**src/rtl/lldma_pkg.sv**
```systemverilog
package lldma_pkg;

  typedef enum logic [2:0] {
    ST_IDLE,
    ST_FETCH,
    ST_READ,
    ST_WRITE,
    ST_WBACK
  } dma_state_e;

  // word positions inside one descriptor, in fetch order
  localparam int DESC_WORDS = 5;
  localparam int IDX_SRC    = 0;
  localparam int IDX_DST    = 1;
  localparam int IDX_NEXT   = 2;
  localparam int IDX_CTLA   = 3;
  localparam int IDX_CTLB   = 4;
  localparam int IDX_W      = $clog2(DESC_WORDS);

  localparam int NUM_IRQ    = 2;
  localparam int IRQ_BUF    = 0;
  localparam int IRQ_CHAIN  = 1;

endpackage

```
**src/rtl/lldma_rst_sync.sv**
```systemverilog
module lldma_rst_sync #(
  parameter int STAGES = 2
) (
  input  logic clk,
  input  logic rst_n_in,
  output logic rst_n_out
);

  logic [STAGES-1:0] sync_q;

  always_ff @(posedge clk or negedge rst_n_in) begin
    if (!rst_n_in) begin
      sync_q <= '0;
    end else begin
      sync_q <= {sync_q[STAGES-2:0], 1'b1};
    end
  end

  assign rst_n_out = sync_q[STAGES-1];

endmodule

```
**src/rtl/lldma_fsm.sv**
```systemverilog
module lldma_fsm
  import lldma_pkg::*;
(
  input  logic             clk,
  input  logic             rst_n,
  input  logic             chan_en,
  input  logic             mem_ack,
  input  logic             size_zero,
  input  logic             size_one,
  input  logic             next_null,
  output dma_state_e       state_o,
  output logic [IDX_W-1:0] idx_o,
  output logic             load_first,
  output logic             fetch_ack,
  output logic             rd_ack,
  output logic             wr_ack,
  output logic             wb_ack,
  output logic             chain_end
);

  localparam logic [IDX_W-1:0] IDX_LAST = IDX_W'(DESC_WORDS - 1);

  dma_state_e       state_q, state_d;
  logic [IDX_W-1:0] idx_q, idx_d;

  always_comb begin
    state_d    = state_q;
    idx_d      = idx_q;
    load_first = 1'b0;
    fetch_ack  = 1'b0;
    rd_ack     = 1'b0;
    wr_ack     = 1'b0;
    wb_ack     = 1'b0;
    chain_end  = 1'b0;
    unique case (state_q)
      ST_IDLE: begin
        if (chan_en) begin
          load_first = 1'b1;
          idx_d      = '0;
          state_d    = ST_FETCH;
        end
      end
      ST_FETCH: begin
        if (mem_ack) begin
          fetch_ack = 1'b1;
          if (idx_q == IDX_LAST) begin
            idx_d   = '0;
            state_d = size_zero ? ST_WBACK : ST_READ;
          end else begin
            idx_d = idx_q + 1'b1;
          end
        end
      end
      ST_READ: begin
        if (mem_ack) begin
          rd_ack  = 1'b1;
          state_d = ST_WRITE;
        end
      end
      ST_WRITE: begin
        if (mem_ack) begin
          wr_ack  = 1'b1;
          state_d = size_one ? ST_WBACK : ST_READ;
        end
      end
      ST_WBACK: begin
        if (mem_ack) begin
          wb_ack = 1'b1;
          if (next_null) begin
            chain_end = 1'b1;
            state_d   = ST_IDLE;
          end else begin
            state_d = ST_FETCH;
          end
        end
      end
      default: state_d = ST_IDLE;
    endcase
  end

  always_ff @(posedge clk or negedge rst_n) begin
    if (!rst_n) begin
      state_q <= ST_IDLE;
      idx_q   <= '0;
    end else begin
      state_q <= state_d;
      idx_q   <= idx_d;
    end
  end

  assign state_o = state_q;
  assign idx_o   = idx_q;

endmodule

```
**src/rtl/lldma_regs.sv**
```systemverilog
module lldma_regs
  import lldma_pkg::*;
#(
  parameter int AW       = 32,
  parameter int DW       = 32,
  parameter int SW       = 16,
  parameter int DONE_BIT = 31
) (
  input  logic             clk,
  input  logic             rst_n,
  input  logic             load_first,
  input  logic [AW-1:0]    first_ptr,
  input  logic             fetch_ack,
  input  logic [IDX_W-1:0] idx,
  input  logic [DW-1:0]    rdata,
  input  logic             rd_ack,
  input  logic             wr_ack,
  input  logic             wb_ack,
  output logic [AW-1:0]    src_o,
  output logic [AW-1:0]    dst_o,
  output logic [AW-1:0]    desc_o,
  output logic [DW-1:0]    ctlb_o,
  output logic [DW-1:0]    buf_o,
  output logic [DW-1:0]    wb_word_o,
  output logic             size_zero,
  output logic             size_one,
  output logic             next_null
);

  localparam int INC = DW / 8;

  logic [AW-1:0] src_q, src_d;
  logic [AW-1:0] dst_q, dst_d;
  logic [AW-1:0] next_q, next_d;
  logic [AW-1:0] desc_q, desc_d;
  logic [DW-1:0] ctla_q, ctla_d;
  logic [DW-1:0] ctlb_q, ctlb_d;
  logic [DW-1:0] buf_q, buf_d;
  logic          reg_en;

  assign reg_en = load_first | fetch_ack | rd_ack | wr_ack | wb_ack;

  always_comb begin
    src_d  = src_q;
    dst_d  = dst_q;
    next_d = next_q;
    desc_d = desc_q;
    ctla_d = ctla_q;
    ctlb_d = ctlb_q;
    buf_d  = buf_q;
    if (load_first) begin
      desc_d = first_ptr;
    end
    if (fetch_ack) begin
      case (int'(idx))
        IDX_SRC:  src_d  = AW'(rdata);
        IDX_DST:  dst_d  = AW'(rdata);
        IDX_NEXT: next_d = AW'(rdata);
        IDX_CTLA: ctla_d = rdata;
        IDX_CTLB: ctlb_d = rdata;
        default:  ;
      endcase
    end
    if (rd_ack) begin
      buf_d = rdata;
    end
    if (wr_ack) begin
      src_d            = src_q + AW'(INC);
      dst_d            = dst_q + AW'(INC);
      ctla_d[SW-1:0]   = ctla_q[SW-1:0] - 1'b1;
    end
    if (wb_ack) begin
      desc_d = next_q;
    end
  end

  always_ff @(posedge clk or negedge rst_n) begin
    if (!rst_n) begin
      src_q  <= '0;
      dst_q  <= '0;
      next_q <= '0;
      desc_q <= '0;
      ctla_q <= '0;
      ctlb_q <= '0;
      buf_q  <= '0;
    end else if (reg_en) begin
      src_q  <= src_d;
      dst_q  <= dst_d;
      next_q <= next_d;
      desc_q <= desc_d;
      ctla_q <= ctla_d;
      ctlb_q <= ctlb_d;
      buf_q  <= buf_d;
    end
  end

  // length field has counted down to zero by the time of the write-back
  assign wb_word_o = ctla_q | (DW'(1) << DONE_BIT);
  assign size_zero = (ctla_q[SW-1:0] == '0);
  assign size_one  = (ctla_q[SW-1:0] == SW'(1));
  assign next_null = (next_q == '0);
  assign src_o     = src_q;
  assign dst_o     = dst_q;
  assign desc_o    = desc_q;
  assign ctlb_o    = ctlb_q;
  assign buf_o     = buf_q;

endmodule

```
**src/rtl/lldma_irq.sv**
```systemverilog
module lldma_irq #(
  parameter int N = 2
) (
  input  logic         clk,
  input  logic         rst_n,
  input  logic [N-1:0] set,
  input  logic         clear,
  output logic [N-1:0] flag
);

  for (genvar g = 0; g < N; g++) begin : g_flag
    logic flag_q, flag_d, flag_en;

    assign flag_en = set[g] | clear;

    always_comb begin
      flag_d = flag_q;
      if (set[g]) begin
        flag_d = 1'b1;
      end else if (clear) begin
        flag_d = 1'b0;
      end
    end

    always_ff @(posedge clk or negedge rst_n) begin
      if (!rst_n) begin
        flag_q <= 1'b0;
      end else if (flag_en) begin
        flag_q <= flag_d;
      end
    end

    assign flag[g] = flag_q;
  end

endmodule

```
**src/rtl/lldma_channel.sv**
```systemverilog
module lldma_channel
  import lldma_pkg::*;
#(
  parameter int AW       = 32,
  parameter int DW       = 32,
  parameter int SW       = 16,
  parameter int DONE_BIT = 31
) (
  input  logic          clk,
  input  logic          rst_n,
  input  logic          chan_en,
  input  logic [AW-1:0] first_desc_ptr,
  input  logic          irq_clear,
  output logic          buf_irq,
  output logic          chain_irq,
  output logic          busy,
  output logic          mem_req,
  output logic          mem_we,
  output logic [AW-1:0] mem_addr,
  output logic [DW-1:0] mem_wdata,
  input  logic [DW-1:0] mem_rdata,
  input  logic          mem_ack
);

  localparam int WSH      = $clog2(DW / 8);
  localparam int CTLA_OFS = IDX_CTLA << WSH;

  logic             rst_int_n;
  dma_state_e       state;
  logic [IDX_W-1:0] idx;
  logic             load_first, fetch_ack, rd_ack, wr_ack, wb_ack, chain_end;
  logic             size_zero, size_one, next_null;
  logic [AW-1:0]    ch_src, ch_dst, ch_desc;
  logic [DW-1:0]    ch_ctrlb, ch_buf, ch_wb_word;
  logic [NUM_IRQ-1:0] irq_set, irq_flag;

  lldma_rst_sync #(.STAGES(2)) rst_sync_i (
    .clk       (clk),
    .rst_n_in  (rst_n),
    .rst_n_out (rst_int_n)
  );

  lldma_fsm fsm_i (
    .clk        (clk),
    .rst_n      (rst_int_n),
    .chan_en    (chan_en),
    .mem_ack    (mem_ack),
    .size_zero  (size_zero),
    .size_one   (size_one),
    .next_null  (next_null),
    .state_o    (state),
    .idx_o      (idx),
    .load_first (load_first),
    .fetch_ack  (fetch_ack),
    .rd_ack     (rd_ack),
    .wr_ack     (wr_ack),
    .wb_ack     (wb_ack),
    .chain_end  (chain_end)
  );

  lldma_regs #(
    .AW(AW), .DW(DW), .SW(SW), .DONE_BIT(DONE_BIT)
  ) regs_i (
    .clk        (clk),
    .rst_n      (rst_int_n),
    .load_first (load_first),
    .first_ptr  (first_desc_ptr),
    .fetch_ack  (fetch_ack),
    .idx        (idx),
    .rdata      (mem_rdata),
    .rd_ack     (rd_ack),
    .wr_ack     (wr_ack),
    .wb_ack     (wb_ack),
    .src_o      (ch_src),
    .dst_o      (ch_dst),
    .desc_o     (ch_desc),
    .ctlb_o     (ch_ctrlb),
    .buf_o      (ch_buf),
    .wb_word_o  (ch_wb_word),
    .size_zero  (size_zero),
    .size_one   (size_one),
    .next_null  (next_null)
  );

  assign irq_set[IRQ_BUF]   = wb_ack;
  assign irq_set[IRQ_CHAIN] = chain_end;

  lldma_irq #(.N(NUM_IRQ)) irq_i (
    .clk   (clk),
    .rst_n (rst_int_n),
    .set   (irq_set),
    .clear (irq_clear),
    .flag  (irq_flag)
  );

  assign buf_irq   = irq_flag[IRQ_BUF];
  assign chain_irq = irq_flag[IRQ_CHAIN];
  assign busy      = (state != ST_IDLE);
  assign mem_req   = (state != ST_IDLE);
  assign mem_we    = (state == ST_WRITE) || (state == ST_WBACK);

  always_comb begin
    mem_addr  = '0;
    mem_wdata = '0;
    unique case (state)
      ST_FETCH: mem_addr = ch_desc + (AW'(idx) << WSH);
      ST_READ:  mem_addr = ch_src;
      ST_WRITE: begin
        mem_addr  = ch_dst;
        mem_wdata = ch_buf;
      end
      ST_WBACK: begin
        mem_addr  = ch_desc + AW'(CTLA_OFS);
        mem_wdata = ch_wb_word;
      end
      default: ;
    endcase
  end

endmodule

```
**config.mk**
```make
export PLATFORM = sky130hd
export DESIGN_NAME = lldma_channel
export DESIGN_NICKNAME = d
export VERILOG_FILES = /design/src/rtl/lldma_pkg.sv /design/src/rtl/lldma_rst_sync.sv /design/src/rtl/lldma_fsm.sv /design/src/rtl/lldma_regs.sv /design/src/rtl/lldma_irq.sv /design/src/rtl/lldma_channel.sv
export SDC_FILE = /design/constraint.sdc
export NUM_CORES = 1
export LEC_CHECK = 0
export BUFFER_PORTS_ARGS = -buffer_cell sky130_fd_sc_hd__buf_2
export CAP_MARGIN = 20
export CORE_UTILIZATION = 40
export CTS_CLUSTER_SIZE = 10
export DETAILED_ROUTE_END_ITERATION = 8
export PLACE_DENSITY = 0.58
export SLEW_MARGIN = 20
export SYNTH_ARGS = -nofsm -noshare
export SYNTH_HDL_FRONTEND = slang
export SYNTH_SLANG_ARGS = --single-unit
```
**constraint.sdc**
```tcl
create_clock -name clk -period 12.7 [get_ports clk]
set_input_delay 0.635 -clock clk [delete_from_list [all_inputs] [get_ports clk]]
set_output_delay 0.635 -clock clk [all_outputs]
set_load 0.03 [all_outputs]
```
=== Word-level counts from Yosys, hierarchy flattened ===
Cells that the tools add are included.

* Bits in registers: 201
* Latch bits: 0
* Memory bits (writable): 0
* Memory bits (read-only): 0
* Word-level logic and storage cells: 104
* Memories kept: 0

* $add $sub $neg: 6
* $mul: 0
* Div/mod/pow operators: 0
* Magnitude comparators: 0
* Equality and inequality tests: 15
* Shift operators: 0
* Muxes and demuxes: 40
* Bitwise operators: 6
* Reductions and logical operators: 25

{| class="wikitable"
|+ Operators with widths
! kind !! count
|-
| $mux W32 || 8
|-
| $pmux W32 S4 || 1
|-
| $add A32 B3 Y32 const B || 2
|-
| $pmux W32 S2 || 1
|-
| $mux W16 || 3
|-
| $mux W3 || 11
|-
| $add A32 B4 Y32 const B || 1
|-
| $add A32 B5 Y32 || 1
|-
| $logic_not A32 Y1 || 1
|-
| $reduce_and A3 Y1 || 6
|-
| $eq A16 B1 Y1 const B || 1
|-
| $logic_not A16 Y1 || 1
|-
| $reduce_bool A2 Y1 || 8
|-
| $sub A16 B1 Y16 const B || 1
|-
| $pmux W3 S5 || 1
|-
| $mux W1 || 14
|-
| $eq A3 B2 Y1 const B || 4
|-
| $ne A2 B2 Y1 const B || 5
|-
| $reduce_and A2 Y1 || 4
|-
| $eq A3 B1 Y1 const B || 2
|-
| $eq A3 B3 Y1 const B || 2
|-
| $logic_not A3 Y1 || 2
|-
| $or A1 B1 Y1 || 6
|-
| $pmux W3 S2 || 1
|-
| other kinds (5) || 5
|}

=== Longest topological paths before layout ===
* Depth in word-level cells: 7
* Mapped depth: 13
* Gate-level depth less buffers: 11

=== Cells and area by module ===
Synthesis repeated with hierarchy kept, for this count alone.

* Cells, all modules: 1264
* Area, all modules: 13095.1 um2

{| class="wikitable"
|+ Modules (own cells, without submodules)
! module !! instances !! cells each !! area each (um2) !! sequential area each (um2)
|-
| lldma_regs || 1 || 975 || 10767.8 || 5580.4
|-
| lldma_channel || 1 || 229 || 1735.4 || 0.0
|-
| lldma_fsm || 1 || 50 || 454.2 || 150.1
|-
| lldma_irq || 1 || 7 || 83.8 || 50.0
|-
| lldma_rst_sync || 1 || 3 || 53.8 || 50.0
|}

=== Least setup slack after synthesis ===
No wires, ideal clock.

* Path type: register to output
* From: register fsm_i.state_q[1] (netlist: fsm_i.state_o[1])
* To: output mem_addr[31]
* Arrival time: 2958 ps
* Data required time: 12065 ps
* Setup slack: 9107 ps
* Stages on the path, launching flop included: 11
* Path through: dfrtp_1 clkbuf_1 nor3b_2 clkbuf_1 nor2_1 ha_1 nand3_1 a21o_1 or4_4 xor2_1 o22ai_2

* Word-level cells in the longest chain between the ends: 2
* Elaborated cells between the ends (all ways): 5
* Those cells by class: 4 x eq/ne; 1 x mux

{| class="wikitable"
|+ RTL lines
! item !! RTL line !! text
|-
| start: declaration || lldma_fsm.sv:23 || <nowiki>dma_state_e state_q, state_d;</nowiki>
|-
| start signal: assignment || lldma_fsm.sv:86 || <nowiki>state_q <= state_d;</nowiki>
|-
| $eq A3 B3 Y1 (tied with other cells) || lldma_channel.sv:105 || <nowiki>unique case (state)</nowiki>
|-
| $pmux W32 S4 * || lldma_channel.sv:105 ||
|-
| end: declaration || lldma_channel.sv:19 || <nowiki>output logic [AW-1:0] mem_addr,</nowiki>
|}

Every way passes the cells marked *; elsewhere a longest branch is shown, timed or not.

=== Final worst setup path ===
* From: register fsm_i.state_q[1] (netlist: fsm_i.state_o[1])
* To: output mem_addr[20]

The elaborated chain is that of the path after synthesis.

==> flow_summary.json <==
{
  "io_buffers": 137,
  "track_usage": 0.278,
  "synth-async-reset-ratio": 1.00,
  "initial_core_util": 0.407,
  "synth_top_area_frac": 0.443,
  "routed_wl_um": 39800,
  "fp-row-count": 61,
  "period_needed_ns": 4.42,
  "crit_slowest_cell": "dfrtp_1",
  "cts_resized": 0,
  "arrival_ns": 3.79,
  "crit_chain": "nor2_1 > nand2_1 > nand2_1 > ha_1 > inv_1 > fa_1 > nor2b_1 > o2111ai_1 > nor3_1 > xnor2_1 > o22ai_1 > buf_2",
  "postRouteAntennaNets": 0,
  "seqPwrFrac": 0.344,
  "diodes": 0,
  "crit_end": "mem_addr[20]",
  "drc": 0,
  "whs_ns": 0.309,
  "grt_max_degree": 79,
  "final-hold-violation-count": 0,
  "fin_skew_ns": 0.0132,
  "via_per_inst": 6.04,
  "clk_latency_ns": 0.53,
  "grt_antenna_before_repair": 3,
  "fin_cells": 1729,
  "clock-root-buffer": "clkbuf_16",
  "period_share": 0.348,
  "postSynthCellCount": 1245,
  "clk_pin_slew_ns": 0.05,
  "gp_congestion": 0.918,
  "final_cell_mix": "dfrtp_1 (199), nand2_1 (191), buf_2 (137), nor2_1 (105), mux2_2 (70)",
  "dpl.hpwl_um": 28100,
  "synth.yosys.seq_area_share": 0.443,
  "ios": 138,
  "multi_input_area_um2": 5930,
  "die_area_um2": 29000,
  "synth-edff-count": 0,
  "cts_tree": "done",
  "critPathCaptureType": "output pin",
  "powerDensity_nw_per_um2": 279,
  "synthTopCellsByArea": "dfrtp_1 (44%), mux2_2 (6.9%), nand2_1 (6.3%)",
  "hold_class": "in2reg",
  "crit_top_cell": "nand2_1",
  "syn_nets": 1327,
  "power.leakage_uw": 0.00573,
  "die_h_um": 170,
  "ys_warn_count": 0,
  "cp_max_fo": 22,
  "core_area_um2": 27900,
  "max_freq_mhz": 226,
  "setup_violations": 0,
  "switching_share": 0.471,
  "first_pass_iters": 5,
  "synth_cell_type_count": 66,
  "cp_slowest_stage_delay_ns": 0.63,
  "area_growth_pct": 15.4,
  "synth_top_area_cell": "dfrtp_1",
  "cap_violations": 0,
  "cts-htree-levels": 1,
  "place_inst": 1691,
  "cts_num_sinks": 201,
  "drive_gt1_frac": 0.204,
  "comb_power_share": 0.472,
  "internal_power_uw": 1940,
  "cts.path.max_buffers": 3,
  "required_ns": 12.06,
  "wire_per_inst_um": 23.0,
  "vias": 10400,
  "layout_commonest_cell": "dfrtp_1",
  "outcome": "finished clean",
  "yosys_register_bits": 201,
  "syn_area_um2": 11300,
  "ff2ff_path_depth": 6,
  "r2r_end": "regs_i.dst_o[24]$_DFFE_PN0P_",
  "setup.worst_path.start_class": "flip-flop",
  "fin_setup_tns_ns": 0,
  "reg2reg_from": "fsm_i.state_o[0]$_DFFE_PN0P_",
  "cts_buffers": 25,
  "switchingPower_uw": 1720,
  "rsz0062_at_grt": "false",
  "fill_cells": 2696,
  "rrSetupSlack_ns": 9.33,
  "syn_area_per_cell_um2": 9.11,
  "seqCellArea_um2": 5030,
  "worstMarginPinSlew_ns": 1.15,
  "crit_type": "reg2out",
  "grt_pass1_vias": 9882,
  "die_w_um": 170,
  "p_clk_frac": 0.184,
  "ys.flop_type": "dfrtp_1",
  "maxSlewHeadroom": 0.234,
  "grt_pass1_wl_um": 60500,
  "fin_nets": 1424,
  "ir_worst_vdd_uv": 185,
  "crit_path_start": "fsm_i.state_o[1]$_DFFE_PN0P_",
  "slew_violations": 0,
  "overflow": 0,
  "drt-initial-drc-count": 927
}
-- worst min path at each step --
| stage | end | from | slack (ns) | cells after the start |
|---|---|---|---|---|
| finish | irq_i.g_flag[0].flag_q$_DFFE_PN0P_ | irq_clear | 0.31 | 2 |
| global route | irq_i.g_flag[0].flag_q$_DFFE_PN0P_ | irq_clear | 0.30 | 2 |
| CTS | irq_i.g_flag[0].flag_q$_DFFE_PN0P_ | irq_clear | 0.29 | 2 |
| detailed placement | rst_sync_i.sync_q[1]$_DFF_PN0_ | rst_sync_i.sync_q[0]$_DFF_PN0_ | 0.34 | 0 |
| global placement | rst_sync_i.sync_q[1]$_DFF_PN0_ | rst_sync_i.sync_q[0]$_DFF_PN0_ | 0.34 | 0 |
| floorplan | rst_sync_i.sync_q[1]$_DFF_PN0_ | rst_sync_i.sync_q[0]$_DFF_PN0_ | 0.33 | 0 |
-- through the flow --
| stage | setup slack (ns) | instance area (um2) | util | total power (uW) |
|---|---|---|---|---|
| after floorplan | 6.68 | 11300 | - | 2410 |
| after global placement | 9.00 | 12300 | 0.442 | 2940 |
| after detailed placement | 8.90 | 12300 | 0.442 | 2970 |
| after CTS | 8.34 | 13100 | 0.469 | 3650 |
| after global routing | 8.07 | 13100 | 0.470 | 3870 |
| final | 8.28 | 13100 | 0.470 | 3660 |
-- cells by family (layout without fill, tap and decap cells) --
group	after synthesis	count (layout)	share of synthesized area
buf+inv	105	211	0.0360
simple gates	485	485	0.204
xor+xnor	33	33	0.0255
compound gates	306	306	0.179
mux	101	101	0.0969
other cells	1	1	0.000331
fa+ha+maj	13	13	0.0150
flops	201	201	0.443
-- cell type report --
class	count	area share
clock inverters	3	0.00335
multi-input cells	939	0.453
flip-flops and latches	201	0.385
repair buffers	153	0.0636
well taps	378	0.0361
clock buffers	33	0.0531
inverters	22	0.00631
-- Yosys cell counts (12+ instances only) --
master,count
clkbuf_1,62
inv_1,22
ha_1,12
o211ai_1,12
nor2_1,107
xor2_1,13
buf_1,12
and3_1,14
dfrtp_1,201
o21ai_0,58
a31oi_1,21
mux2_2,70
xnor2_1,20
a22o_1,32
nand3_1,47
nor3_1,19
nor4_1,19
a21oi_1,50
mux2i_1,31
a22oi_1,12
o22ai_1,59
nand2_1,191
nand4_1,31
-- sequential cells by signal, indices dropped and copies added (netlist names) --
| name | count |
|---|---|
| regs_i.ctla_q | 31 |
| regs_i.dst_o | 32 |
| regs_i.buf_o | 32 |
| regs_i.desc_o | 32 |
| regs_i.next_q | 32 |
| fsm_i.state_o | 3 |
| regs_i.src_o | 32 |
| irq_i.g_flag.flag_q | 2 |
| fsm_i.idx_o | 3 |
| rst_sync_i.sync_q | 2 |
-- power groups by stage --
stage | Sequential, uW | Clock [uW] | Combinational, uW
after global routing | 1300 | 706 | 1860
after global placement | 1250 | 0 | 1690
after floorplan | 1130 | 0 | 1280
after detailed placement | 1260 | 0 | 1710
after CTS | 1250 | 681 | 1720
final | 1260 | 674 | 1730
-- layer usage --
layer / track usage / vias up / wire [um]
met5: 0 / - / 0
met4: 0.118 / 0 / 1750
met3: 0.0433 / 95 / 2690
met2: 0.432 / 424 / 18000
met1: 0.384 / 5164 / 17400
li1: - / 4763 / -
-- worst max-delay path: cells and delay by family (launching register included) --
family	cells	cell delay, ns
AND/OR/NAND/NOR	5	1.14
XOR/XNOR	1	0.10
buffers and inverters	2	0.28
flip-flops	1	0.63
AO/OA/AOI/OAI	2	0.55
adder cells (fa/ha/maj)	2	0.55
-- what timing repair did --
action | CTS | global route
hold buffers | 1 | 0
buffers inserted | 0 | 0
hold endpoints to repair | 2 | 0
(Power assumes the default switching activity.)
